File: config.mk
export PLATFORM = sky130hd
export DESIGN_NAME = lcd_scan_ctrl
export DESIGN_NICKNAME = d
export VERILOG_FILES = /design/src/rtl/lcd_scan_pkg.sv /design/src/rtl/lcd_tick_div.sv /design/src/rtl/lcd_clk_prescaler.sv /design/src/rtl/lcd_com_sequencer.sv /design/src/rtl/lcd_disp_ram.sv /design/src/rtl/lcd_drive_encoder.sv /design/src/rtl/lcd_cfg_regs.sv /design/src/rtl/lcd_scan_ctrl.sv
export SDC_FILE = /design/constraint.sdc
export NUM_CORES = 1
export LEC_CHECK = 0
export CAP_MARGIN = 20
export CORE_MARGIN = 1.5
export CORE_UTILIZATION = 50
export DETAILED_ROUTE_END_ITERATION = 7
export DONT_BUFFER_PORTS = 1
export PLACE_DENSITY = 0.68
export SYNTH_ARGS = -nofsm -noshare
export SYNTH_HDL_FRONTEND = slang
export SYNTH_HIERARCHICAL = 1
export SYNTH_SLANG_ARGS = --single-unit
File: constraint.sdc
create_clock -name clk -period 5.5 [get_ports clk]
set_input_delay 0.275 -clock clk [delete_from_list [all_inputs] [get_ports clk]]
set_output_delay 0.275 -clock clk [all_outputs]
set_load 0.005 [all_outputs]
File: src/rtl/lcd_scan_pkg.sv
package lcd_scan_pkg;

   typedef logic [1:0] lvl_t;

   localparam lvl_t LVL_GND = 2'd0;
   localparam lvl_t LVL_LO  = 2'd1;
   localparam lvl_t LVL_HI  = 2'd2;
   localparam lvl_t LVL_TOP = 2'd3;

   typedef struct packed {
      logic       src;    // bit 6
      logic [1:0] div;    // bits 5:4
      logic       en;     // bit 3
      logic       bias;   // bit 2, 1 = half bias
      logic [1:0] duty;   // bits 1:0
   } mode_t;

   // level on a common pin
   function automatic lvl_t com_level(input logic sel, input logic ph, input logic half);
      if (sel)  return ph ? LVL_GND : LVL_TOP;
      if (half) return LVL_HI;
      return ph ? LVL_HI : LVL_LO;
   endfunction

   // level on a segment pin
   function automatic lvl_t seg_level(input logic lit, input logic ph, input logic half);
      if (lit)  return ph ? LVL_TOP : LVL_GND;
      if (half) return ph ? LVL_GND : LVL_TOP;
      return ph ? LVL_LO : LVL_HI;
   endfunction

endpackage

File: src/rtl/lcd_tick_div.sv
module lcd_tick_div #(
   parameter int unsigned RATIO = 32
) (
   input  logic clk,
   input  logic rst_n,
   input  logic clr,
   input  logic tick_in,
   output logic tick_out
);
   if (RATIO < 1) begin : g_bad_ratio
      $error("lcd_tick_div: RATIO must be at least 1");
   end

   if (RATIO == 1) begin : g_pass
      logic unused_pass;
      assign unused_pass = ^{clk, rst_n, clr};
      assign tick_out    = tick_in;
   end else begin : g_cnt
      localparam int unsigned CW = $clog2(RATIO);
      logic [CW-1:0] cnt;
      logic          at_end;
      assign at_end = (cnt == CW'(RATIO - 1));
      always_ff @(posedge clk or negedge rst_n) begin
         if (!rst_n)       cnt <= '0;
         else if (clr)     cnt <= '0;
         else if (tick_in) cnt <= at_end ? '0 : cnt + 1'b1;
      end
      assign tick_out = tick_in & at_end;
   end
endmodule

File: src/rtl/lcd_clk_prescaler.sv
module lcd_clk_prescaler #(
   parameter int unsigned SLOW_DIV = 32,
   parameter int unsigned FAST_DIV = 8192,
   parameter int unsigned POST_W   = 2
) (
   input  logic              clk,
   input  logic              rst_n,
   input  logic              run,
   input  logic              src_sel,
   input  logic [POST_W-1:0] div_sel,
   input  logic              slow_tick,
   input  logic              fast_tick,
   output logic              scan_tick
);
   localparam int unsigned PCW = (1 << POST_W) - 1;

   logic slow_in, fast_in, slow_p, fast_p, src_pulse;
   logic [PCW-1:0] pcnt, pmask;

   assign slow_in = run & ~src_sel & slow_tick;
   assign fast_in = run &  src_sel & fast_tick;

   lcd_tick_div #(.RATIO(SLOW_DIV)) u_slow (
      .clk(clk), .rst_n(rst_n), .clr(~run), .tick_in(slow_in), .tick_out(slow_p));
   lcd_tick_div #(.RATIO(FAST_DIV)) u_fast (
      .clk(clk), .rst_n(rst_n), .clr(~run), .tick_in(fast_in), .tick_out(fast_p));

   assign src_pulse = slow_p | fast_p;

   always_comb begin
      pmask = '0;
      for (int b = 0; b < PCW; b++) pmask[b] = (b < int'(div_sel));
   end

   always_ff @(posedge clk or negedge rst_n) begin
      if (!rst_n)         pcnt <= '0;
      else if (!run)      pcnt <= '0;
      else if (src_pulse) pcnt <= pcnt + 1'b1;
   end

   assign scan_tick = src_pulse & ((pcnt & pmask) == pmask);
endmodule

File: src/rtl/lcd_com_sequencer.sv
module lcd_com_sequencer #(
   parameter int unsigned COM_N         = 4,
   parameter int unsigned TICKS_PER_COM = 1,
   localparam int unsigned CIW          = $clog2(COM_N)
) (
   input  logic           clk,
   input  logic           rst_n,
   input  logic           run,
   input  logic           scan_tick,
   input  logic [CIW:0]   n_active,
   output logic [CIW-1:0] com_idx,
   output logic           phase
);
   logic step, last_com;

   if (TICKS_PER_COM <= 1) begin : g_direct
      assign step = scan_tick;
   end else begin : g_dwell
      localparam int unsigned TW = $clog2(TICKS_PER_COM);
      logic [TW-1:0] tcnt;
      logic          tend;
      assign tend = (tcnt == TW'(TICKS_PER_COM - 1));
      always_ff @(posedge clk or negedge rst_n) begin
         if (!rst_n)         tcnt <= '0;
         else if (!run)      tcnt <= '0;
         else if (scan_tick) tcnt <= tend ? '0 : tcnt + 1'b1;
      end
      assign step = scan_tick & tend;
   end

   assign last_com = ({1'b0, com_idx} == (n_active - 1'b1));

   always_ff @(posedge clk or negedge rst_n) begin
      if (!rst_n) begin
         com_idx <= '0;
         phase   <= 1'b0;
      end else if (!run) begin
         com_idx <= '0;
         phase   <= 1'b0;
      end else if (step) begin
         if (last_com) begin
            com_idx <= '0;
            phase   <= ~phase;
         end else begin
            com_idx <= com_idx + 1'b1;
         end
      end
   end
endmodule

File: src/rtl/lcd_disp_ram.sv
module lcd_disp_ram #(
   parameter int unsigned SEG_N = 40,
   parameter int unsigned COM_N = 4,
   parameter int unsigned AW    = 6,
   localparam int unsigned CIW  = $clog2(COM_N)
) (
   input  logic             clk,
   input  logic             rst_n,
   input  logic             we,
   input  logic [AW-1:0]    waddr,
   input  logic [COM_N-1:0] wdata,
   input  logic [CIW-1:0]   rd_sel,
   output logic [SEG_N-1:0] pix
);
   for (genvar s = 0; s < SEG_N; s++) begin : g_word
      logic [COM_N-1:0] word;
      always_ff @(posedge clk or negedge rst_n) begin
         if (!rst_n)                             word <= '0;
         else if (we && (waddr == AW'(s)))       word <= wdata;
      end
      assign pix[s] = word[rd_sel];
   end
endmodule

File: src/rtl/lcd_drive_encoder.sv
module lcd_drive_encoder
   import lcd_scan_pkg::*;
#(
   parameter int unsigned SEG_N = 40,
   parameter int unsigned COM_N = 4,
   parameter int unsigned GRP_W = 8,
   parameter int unsigned GRP_N = 5,
   localparam int unsigned CIW  = $clog2(COM_N)
) (
   input  logic               run,
   input  logic               phase,
   input  logic               half_bias,
   input  logic [CIW-1:0]     com_idx,
   input  logic [SEG_N-1:0]   pix,
   input  logic [GRP_N-1:0]   grp_en,
   output logic [2*COM_N-1:0] com_lvl,
   output logic [2*SEG_N-1:0] seg_lvl
);
   for (genvar c = 0; c < COM_N; c++) begin : g_com
      assign com_lvl[2*c +: 2] = run ? com_level(com_idx == CIW'(c), phase, half_bias)
                                     : LVL_GND;
   end

   for (genvar s = 0; s < SEG_N; s++) begin : g_seg
      assign seg_lvl[2*s +: 2] = (run && grp_en[s / GRP_W]) ? seg_level(pix[s], phase, half_bias)
                                                            : LVL_GND;
   end
endmodule

File: src/rtl/lcd_cfg_regs.sv
module lcd_cfg_regs
   import lcd_scan_pkg::*;
#(
   parameter int unsigned GRP_N = 5
) (
   input  logic             clk,
   input  logic             rst_n,
   input  logic             wr,
   input  logic             addr,
   input  logic [7:0]       wdata,
   output logic [7:0]       rdata,
   output mode_t            mode,
   output logic [GRP_N-1:0] grp_en
);
   logic unused_wtop;
   assign unused_wtop = wdata[7];

   always_ff @(posedge clk or negedge rst_n) begin
      if (!rst_n) begin
         mode   <= '0;
         grp_en <= '0;
      end else if (wr) begin
         if (!addr) mode   <= mode_t'(wdata[6:0]);
         else       grp_en <= wdata[GRP_N-1:0];
      end
   end

   always_comb begin
      rdata = '0;
      if (!addr) rdata[6:0]       = mode;
      else       rdata[GRP_N-1:0] = grp_en;
   end
endmodule

File: src/rtl/lcd_scan_ctrl.sv
module lcd_scan_ctrl
   import lcd_scan_pkg::*;
#(
   parameter int unsigned SEG_N         = 40,
   parameter int unsigned COM_N         = 4,
   parameter int unsigned GRP_W         = 8,
   parameter int unsigned SLOW_DIV      = 32,
   parameter int unsigned FAST_DIV      = 8192,
   parameter int unsigned TICKS_PER_COM = 1,
   parameter int unsigned RAM_AW        = 6
) (
   input  logic               clk,
   input  logic               rst_n,
   input  logic               cfg_wr,
   input  logic               cfg_addr,
   input  logic [7:0]         cfg_wdata,
   output logic [7:0]         cfg_rdata,
   input  logic               slow_tick,
   input  logic               fast_tick,
   input  logic               ram_we,
   input  logic [RAM_AW-1:0]  ram_addr,
   input  logic [COM_N-1:0]   ram_wdata,
   output logic [2*COM_N-1:0] com_lvl,
   output logic [2*SEG_N-1:0] seg_lvl
);
   localparam int unsigned GRP_N = (SEG_N + GRP_W - 1) / GRP_W;
   localparam int unsigned CIW   = $clog2(COM_N);

   if (COM_N != 4) begin : g_bad_com
      $error("lcd_scan_ctrl: the 2-bit commons code needs COM_N == 4");
   end
   if ((1 << RAM_AW) < SEG_N) begin : g_bad_aw
      $error("lcd_scan_ctrl: RAM_AW too narrow for SEG_N");
   end
   if (GRP_N > 7) begin : g_bad_grp
      $error("lcd_scan_ctrl: group register holds at most 7 groups");
   end
   if (TICKS_PER_COM < 1 || SLOW_DIV < 1 || FAST_DIV < 1) begin : g_bad_div
      $error("lcd_scan_ctrl: dividers must be at least 1");
   end

   mode_t            mode_q;
   logic [GRP_N-1:0] grp_en;
   logic             run_en, bias_q, scan_tick, phase;
   logic [CIW-1:0]   com_idx;
   logic [CIW:0]     n_active;
   logic [SEG_N-1:0] pix;

   lcd_cfg_regs #(.GRP_N(GRP_N)) u_regs (
      .clk(clk), .rst_n(rst_n), .wr(cfg_wr), .addr(cfg_addr), .wdata(cfg_wdata),
      .rdata(cfg_rdata), .mode(mode_q), .grp_en(grp_en));

   assign run_en   = mode_q.en & (mode_q.duty != 2'b00);
   assign bias_q   = mode_q.bias;
   assign n_active = {1'b0, mode_q.duty} + 1'b1;

   lcd_clk_prescaler #(.SLOW_DIV(SLOW_DIV), .FAST_DIV(FAST_DIV), .POST_W(2)) u_pre (
      .clk(clk), .rst_n(rst_n), .run(run_en), .src_sel(mode_q.src), .div_sel(mode_q.div),
      .slow_tick(slow_tick), .fast_tick(fast_tick), .scan_tick(scan_tick));

   lcd_com_sequencer #(.COM_N(COM_N), .TICKS_PER_COM(TICKS_PER_COM)) u_seq (
      .clk(clk), .rst_n(rst_n), .run(run_en), .scan_tick(scan_tick), .n_active(n_active),
      .com_idx(com_idx), .phase(phase));

   lcd_disp_ram #(.SEG_N(SEG_N), .COM_N(COM_N), .AW(RAM_AW)) u_ram (
      .clk(clk), .rst_n(rst_n), .we(ram_we), .waddr(ram_addr), .wdata(ram_wdata),
      .rd_sel(com_idx), .pix(pix));

   lcd_drive_encoder #(.SEG_N(SEG_N), .COM_N(COM_N), .GRP_W(GRP_W), .GRP_N(GRP_N)) u_enc (
      .run(run_en), .phase(phase), .half_bias(bias_q), .com_idx(com_idx), .pix(pix),
      .grp_en(grp_en), .com_lvl(com_lvl), .seg_lvl(seg_lvl));
endmodule

==> results.txt, run 1 <==
* Run status: complete, no violations
* Vertical die dimension: 149 um
* Cell type contributing the most total cell area after synthesis: dfrtp_1
* Top-area cell type share of the netlist area: 46.1%
* Portion of the post-synthesis area used by sequential elements: 46.1%
* Pwr Density: 319 nW/um^2
- Worst setup EP type: flop
* Relative max-transition margin: 30.1%
* Clock skew: 11.3 ps
- The worst hold path was traced through 2 stages.
* Summed negative setup slack over all endpoints: 0 ps
* Worst vdd rail ir drop: 0.206 mV
* Worst-margin pin slew: 1050 ps
- Worst endpoint data arrival time: 4100 ps
- The endpoint identified for the worst register-to-register timing path is u_seq/phase.
* Total wirelength of the detailed-routed design: 25.6 mm
- Max-cap violations: 0
- Port buffering added 0 buffers.
- For this design the top-level I/O count stands at 121.
* Total die area: 22200 sq um
- Share of the core filled with cells in the final layout: 55.2%
- The number of setup buffers added after CTS is 0.
* Launching point of the worst reg2reg path: u_regs/mode[0]
- TritonCTS built the clock tree.
* Cell Area, Synth: 10600 sq um
* P_leak: 4.91 nW
- Fill cell total of the finished layout: 1797
- The cell that appears most often on the critical path is inv_1.
- The path class of the tightest hold or removal check is in -> reg.
* Final hold viol count: 0
- Layout cells sized above 1: 34.7%
- Flops & latches, synth: 196
- Among all flip-flop cells after synthesis, the most frequent one is dfrtp_1.
- The H-tree was split into 4 levels.
* Category of cells accounting for the largest share of critical-path delay: simple AND/OR/NAND/NOR gates
* Series of cell instances along the critical path: inv_1, ha_1, nor2b_4, inv_2, nor3b_1, and2_4, nor2_2, a221oi_2, inv_1, nor4_2, mux2i_1
- Hold worst-path end: u_regs/mode[4]
- Most common cell in the netlist: dfrtp_1
- After the first detailed-routing iteration, the DRC count stood at 395.
* Final clock period utilization by the worst path: 68.1%
- Worst R2R Path Depth: 11
- The clock drives 196 sinks.
- Clk buf depth: 2
- A synthesized cell averages 12.4 sq um.
* Unrepaired setup endpoints after global routing: false
- At the end of routability-driven placement, the weighted congestion stood at 0.788.
- CTS Root Cell: clkbuf_16
- Worst Path Class, Setup: reg -> reg
- First-pass GRT wire length: 40.3 mm
- Floorplan Core Area: 21000 sq um
- Crit start category: flop
- Largest net degree at the start of global routing: 197
- The via count of the first global-routing pass came to 6946.
* Crit path time final: 3740 ps
- The net count of the finished layout is 869.
- Ratio of routed vias to standard cells: 6.20
- For this run, asynchronously set or reset flops after synthesis account for 100%.
- Die X-Extent: 149 um
* Worst-Skew Late Latency: 440 ps
- Antenna viol nets, final: 0
- The setup check on the worst reg-to-reg path leaves a slack of 1760 ps.
- Ranking of synthesized cells by area: dfrtp_1 46%, mux2_2 18%, mux4_2 8.5%
- Unique cell type count in the Yosys netlist: 57
* Fmax achieved: 267 MHz
* Number of setup violations in the final report: 0
- In this run, CTS created clock tree buffers numbering 17.
- The largest individual stage delay along the critical path comes from the cell nor3b_1.
- Drt wl/cell: 22.8 um
- On the worst path, the slowest cell contributes a delay of 900 ps.
- Total Routing Usage GR: 23.9%
* Post-synth EDFFs: 0
- In the routed design, unresolved DRC markers number 0.
- Count of buffer and inverter cells on the critical path: 3
- Clock transition at path regs: 80 ps
- The first TritonRoute pass finished after 5 iterations.
- Counting instances in the post-synthesis netlist gives the leading cell types as 196 x dfrtp_1, 166 x mux2_2, 62 x nor2_1, 45 x nor3_1, 44 x mux2i_1.
- For this configuration, the core starts out at a cell density of 50.7%.
* Post-Syn Nets: 893
- The repair_antennas step left the layout with diodes totalling 0.
- Synth Instances: 858
* Peak fanout along the critical path: 18
* Count of synthesis-stage warnings from yosys: 6
- Global route overflow: 0
- Total via count in the routed design: 6953
- Initial antenna violation count: 2
* Data required time of the worst path: 5860 ps
* Detailed placement HPWL: 16.1 mm
* Total number of placement rows: 53
- The area growth from synthesis to layout is 8.78%.
* Hold path startpoint: cfg_addr
- The max-slew violation total from the final report came to 0.
-- routing by layer --
metal	GRT usage, %	routed length, um	share of wire [%]
met5	0	0	0
met1	31.0	10800	42
met4	8.27	577	2.3
met3	5.81	1550	6.1
met2	39.4	12700	50
-- final cells by class --
cell class | count | area [sq um] | share of cell area (%)
flip-flops and latches | 196 | 4910 | 42.4
well taps | 275 | 344 | 2.97
clock buffers | 17 | 425 | 3.68
clock inverters | 15 | 206 | 1.78
inverters | 12 | 45.0 | 0.389
multi-input cells | 582 | 5350 | 46.3
repair buffers | 25 | 288 | 2.49
-- repair_timing --
| item | CTS | global route |
|---|---|---|
| endpoints found under the hold margin | 360 | 0 |
| resized for setup | 0 | 0 |
| hold buffers | 17 | 0 |
-- how the worst max path moves through the flow --
stage / slack [ps] / startpoint / cells after the start / end
6_report: 1760 / u_regs/mode[0] / 11 / u_seq/phase
5_1_grt: 1470 / u_regs/mode[0] / 11 / u_seq/phase
4_1_cts: 1750 / u_regs/mode[0] / 11 / u_seq/phase
3_5_place_dp: 1770 / u_regs/mode[0] / 11 / u_seq/phase
3_3_place_gp: 1900 / u_regs/mode[0] / 11 / u_seq/phase
2_1_floorplan: 2880 / u_regs/mode[0] / 12 / u_seq/phase
-- cell families after synthesis --
| family | Yosys count | share of synthesized area [%] |
|---|---|---|
| multiplexers | 261 | 31.7 |
| flip-flops | 196 | 46.1 |
| AND/OR/NAND/NOR | 225 | 11.6 |
| other | 1 | 0.0353 |
| XOR/XNOR | 16 | 1.32 |
| adder cells (fa/ha/maj) | 10 | 1.18 |
| buffers and inverters | 80 | 3.55 |
| AO/OA/AOI/OAI | 69 | 4.49 |
-- layout by cell type (no fill, tap or decap), drive strengths merged, types with 2 or more instances in the layout --
master,n
buf,13
bufinv,2
nand4,8
and3,2
nand2b,2
nand4bb,2
o2111ai,2
o21ai,18
a211oi,40
and2,3
or3b,2
nor2b,7
or4b,2
inv,20
mux2,177
nor4bb,4
nor3b,3
ha,10
clkinv,5
nand4b,5
nand2,45
nor2,72
dlygate4sd3,12
nor4b,4
xnor2,9
nor4,6
mux2i,44
dfrtp,196
nand3b,3
a21oi,4
and3b,3
mux4,40
nand3,3
nor3,45
xor2,7
clkbuf,17
-- registers in the layout, indices dropped and copies added (netlist names) --
register,flops
u_ram/g_word.word,160
u_pre/u_fast/g_cnt.cnt,13
u_regs/mode,7
u_pre/u_slow/g_cnt.cnt,5
u_regs/grp_en,5
u_pre/pcnt,3
u_seq/com_idx,2
u_seq/phase,1
-- through the flow --
step           setup WS (ps)  power [mW]  instance area [sq um]  hold slack (ps)  cells
2_1_floorplan           2880        2.21                  10600            -20.6    858
5_1_grt                 1470        3.85                  11600              152   1122
4_1_cts                 1750        3.71                  11600              153   1122
6_report                1760        3.69                  11600              169   1122
3_5_place_dp            1770        2.32                  10700            -13.1   1073
3_3_place_gp            1900        2.30                  10700            -13.3   1073
-- where the power goes --
group	internal, mW	total, mW	leakage [nW]	switching (mW)
logic	0.305	0.670	2.00	0.365
clock network	0.702	1.32	0.309	0.616
registers	1.61	1.70	2.60	0.0879
total	2.62	3.69	4.91	1.07
No activity file was read; power rests on OpenSTA's default activity.
==> run 2, diff against run 1 <==
- ABC_AREA: default -> 1
- PLACE_DENSITY: 0.68 -> 0.71
- clock period: 5.5 -> 3.25 ns (I/O delays scaled with it)
==> run 2 against run 1 <==
- clock skew grew 1.0 ps
- critical path type is now reg -> out
- sequential share of layout area shrank 2.7 points
- register-to-register slack lost 980 ps
- non-clock buffer count grew 8
- first-iteration DRC count grew 120%
- the flow now finishes with violations (negative hold slack)
- via count grew 50%
==> results.txt, run 2 <==
* Port Buf Inserts: 0 (unchanged)
* Path type of the worst min-delay path: in -> async
- The site row count was 55 (+3.8%).
* Max stage delay cell, worst path: dfrtp_1
* Data required time of the worst path: 3090 ps (-2770 ps)
- The area of combinational cells with multiple inputs is 5570 sq um (+4.0%).
- The power per cell area is 509 nW/um^2 (+60%).
- In the final layout, the registers with the most flip-flops are u_ram/g_word.word: 160 flops, u_pre/u_fast/g_cnt.cnt: 13 flops, u_regs/mode: 7 flops.
- Primary FF master, synth: dfrtp_1
* Worst vdd rail ir drop: 0.344 mV (+67%)
- TritonCTS built the clock tree.
* CTS Root Cell: clkbuf_16
* Flops & latches, synth: 196 (unchanged)
- Portion of the post-synthesis area used by sequential elements: 42.8% (-3.3 points)
- Total die area: 23800 sq um (+7.7%)
- The starting density of the core is 50.8% (about the same).
- The overall power of the completed layout is 6.30 mW (+71%).
- Die X-Extent: 154 um (+3.8%)
* Number of gates resized after CTS: 0 (unchanged)
- The critical path data arrival time is 2450 ps (-1650 ps).
- Routability congestion estimate: 0.878 (+11%)
* Number of top-level design ports: 121 (unchanged)
* Clock buffers created by TritonCTS: 17 (unchanged)
- The average footprint of a synthesized cell is 6.87 sq um (-45%).
- Relative max-transition margin: 47.2% (+17 points)
- The total global routing track utilization was 24.9% (+0.99 points).
- Of all cell types, the one taking the most synthesized area is dfrtp_1.
- Among all cell types in the netlist, the one instantiated most often is nand2_1.
- The number of enable flip-flop cells after synthesis came to 0 (unchanged).
- Number of setup violations in the final report: 0 (unchanged)
- Clock sink total: 196 (unchanged)
* Final hold viol count: 196 (+196)
- STA classifies the critical path startpoint as a flop.
- Worst-margin pin slew: 792 ps (-255 ps)
- The pin count of the biggest net entering global routing was 197 (unchanged).
* Initial antenna violation count: 0 (-2)
* Synth Instances: 1670 (+95%)
* Number of H-tree levels: 4 (unchanged)
- Largest stage delay on the critical path: 470 ps (-430 ps)
- Total via count in the routed design: 10400 (+50%)
* Final clock period utilization by the worst path: 80.4%
- Detailed placement HPWL: 17.8 mm (+11%)
- The floorplan core area was 22600 sq um (+7.7%).
- The later-pin clock latency in the skew report is 430 ps (about the same).
- Ratio of routed vias to standard cells: 5.39 (-13%)
- The final-layout setup total negative slack is 0 ps (unchanged).
- Total wirelength of the detailed-routed design: 28.9 mm (+13%)
- The library cell used most frequently in the layout, excluding fill and tap cells, is nand2_1.
* Ranking of synthesized cells by area: dfrtp_1 43%, nand2_1 22%, nand3_1 7.0%
- STA classifies the critical path endpoint as a primary output.
- The run finished, with violations left.
- Clock transition at path regs: 70 ps (about the same)
* Clock skew: 12.3 ps (+1.00 ps)
- Slew Viols, Final: 0 (unchanged)
- P_leak: 6.20 nW (+26%)
- Violations in the final reports: negative hold slack
- Cell Area, Synth: 11500 sq um (+7.8%)
- The area fraction of the dominant cell type after synthesis came to 42.8% (-3.3 points).
- The number of flip-flops under the largest register name is 160 (unchanged).
- The routed length per placed instance came to 14.9 um (-35%).
* Layout area overhead: 7.87%
* Count of hold-fix buffers inserted at cts: 23 (+6)
* Count of synthesis-stage warnings from yosys: 6 (unchanged)
- Unrepaired setup endpoints after global routing: false
- Via count of the first global-routing pass: 9487 (+37%)
- The wire length of the first global-routing pass is 47.5 mm (+18%).
- Crit path time final: 2610 ps
- The number of DRC violations after detailed-routing iteration 0 was 865 (+120%).
- Worst Path Class, Setup: reg -> out
- The share of cells above drive strength 1 is 6.85% (-28 points).
- The register area came to 4910 sq um (about the same).
- The total congestion overflow after global routing came to 0 (unchanged).
- The buffer count from post-CTS setup fixing is 0 (unchanged).
- The final antenna diode count came to 0 (unchanged).
- Post-Syn Nets: 1705 (+91%)
- Walking the worst path, the cells encountered are inv_2, buf_4, ha_1, inv_1, nand2_1, buf_4, nor2_1, nor2_1.
- Clk buf depth: 2 (unchanged)
* Iteration count of the initial detailed-routing pass: 5 (unchanged)
- The worst-path maximum fanout is 42 (+24).
- The final core utilization is 54.8% (-0.41 points).
- The height of the die is 154 um (+3.8%).
- The worst hold margin came to -577 ps (-746 ps).
- The count of unique library cells instantiated by Yosys is 30 (-47%).
* Fill cell total of the finished layout: 2148 (+20%)
- Remaining routing DRC violations: 0 (unchanged)
- In the layout the commonest cells are 664 x nand2_1, 209 x nor2_1, 194 x dfrtp_1.
- Based on the critical path, the design can be clocked at up to 383 MHz.
- The fraction of synthesis flops using an asynchronous set or reset pin is 100% (unchanged).
- Top reg by flops: u_ram/g_word.word
- Counting instances in the post-synthesis netlist gives the leading cell types as 664 x nand2_1, 209 x nor2_1, 196 x dfrtp_1, 161 x nand3_1, 128 x inv_1.
- Max-cap violations: 0 (unchanged)
- The number of nets in the layout came to 1672 (+92%).
* Antenna viol nets, final: 0 (unchanged)
-- run 2: final timing paths --
path | cells past startpoint | start | end | slack [ps]
max in group asynchronous | 0 | rst_n | u_ram/g_word[12].word[3] | 3410
min | 0 | rst_n | u_pre/u_fast/g_cnt.cnt[6] | -580
min in group clk | 3 | cfg_wr | u_regs/grp_en[1] | 30
max | 8 | u_seq/phase | seg_lvl[63] | 640
max reg2reg | 14 | u_regs/mode[0] | u_seq/com_idx[1] | 780
min reg2reg | 2 | u_ram/g_word[32].word[0] | u_ram/g_word[32].word[0] | 470
-- run 2: routing by layer --
metal	share of wire [%]	global-route usage [%]	up-vias
li1	-	-	5141
met1	46	33.8	4918
met2	46	40.9	338
met3	6.5	4.93	37
met4	1.6	6.41	0
met5	0	0	-
-- run 2: report_power, final --
part           internal (mW)  switching (mW)
sequential              2.72           0.162
clock                   1.23           0.972
combinational          0.387           0.826
total                   4.34            1.96
-- run 2: kinds of logic after synthesis --
kind of cell	Yosys count	share of synthesized area, %
xor gates and xnor gates	5	0.382
buffers and inverters	224	8.72
AOI/OAI and AO/OA	135	6.79
DFF	196	42.8
other	1	0.0327
and+or+nand+nor	1099	40.2
adders and majority gates	10	1.09
-- run 2: cell type report --
type,count,area share [%]
clock inverter,15,1.56
multi-input combinational,1250,45.0
sequential,196,39.7
tap,285,2.88
inverter,139,4.22
clock buffer,17,3.44
timing repair buffer,33,3.20
-- run 2: critical path: cells and delay by family, from the launching register on --
kind / cells / cell delay, ps
buf+inv: 4 / 990
flops: 1 / 470
simple gates: 3 / 300
fa+ha+maj: 1 / 240
-- run 2: through the flow --
step	std cells	setup slack, ps	area, sq um
after detailed placement	1880	833	11500
after global placement	1880	901	11500
after CTS	1935	646	12400
after floorplan	1670	1050	11500
after global routing	1935	474	12400
final	1935	638	12400
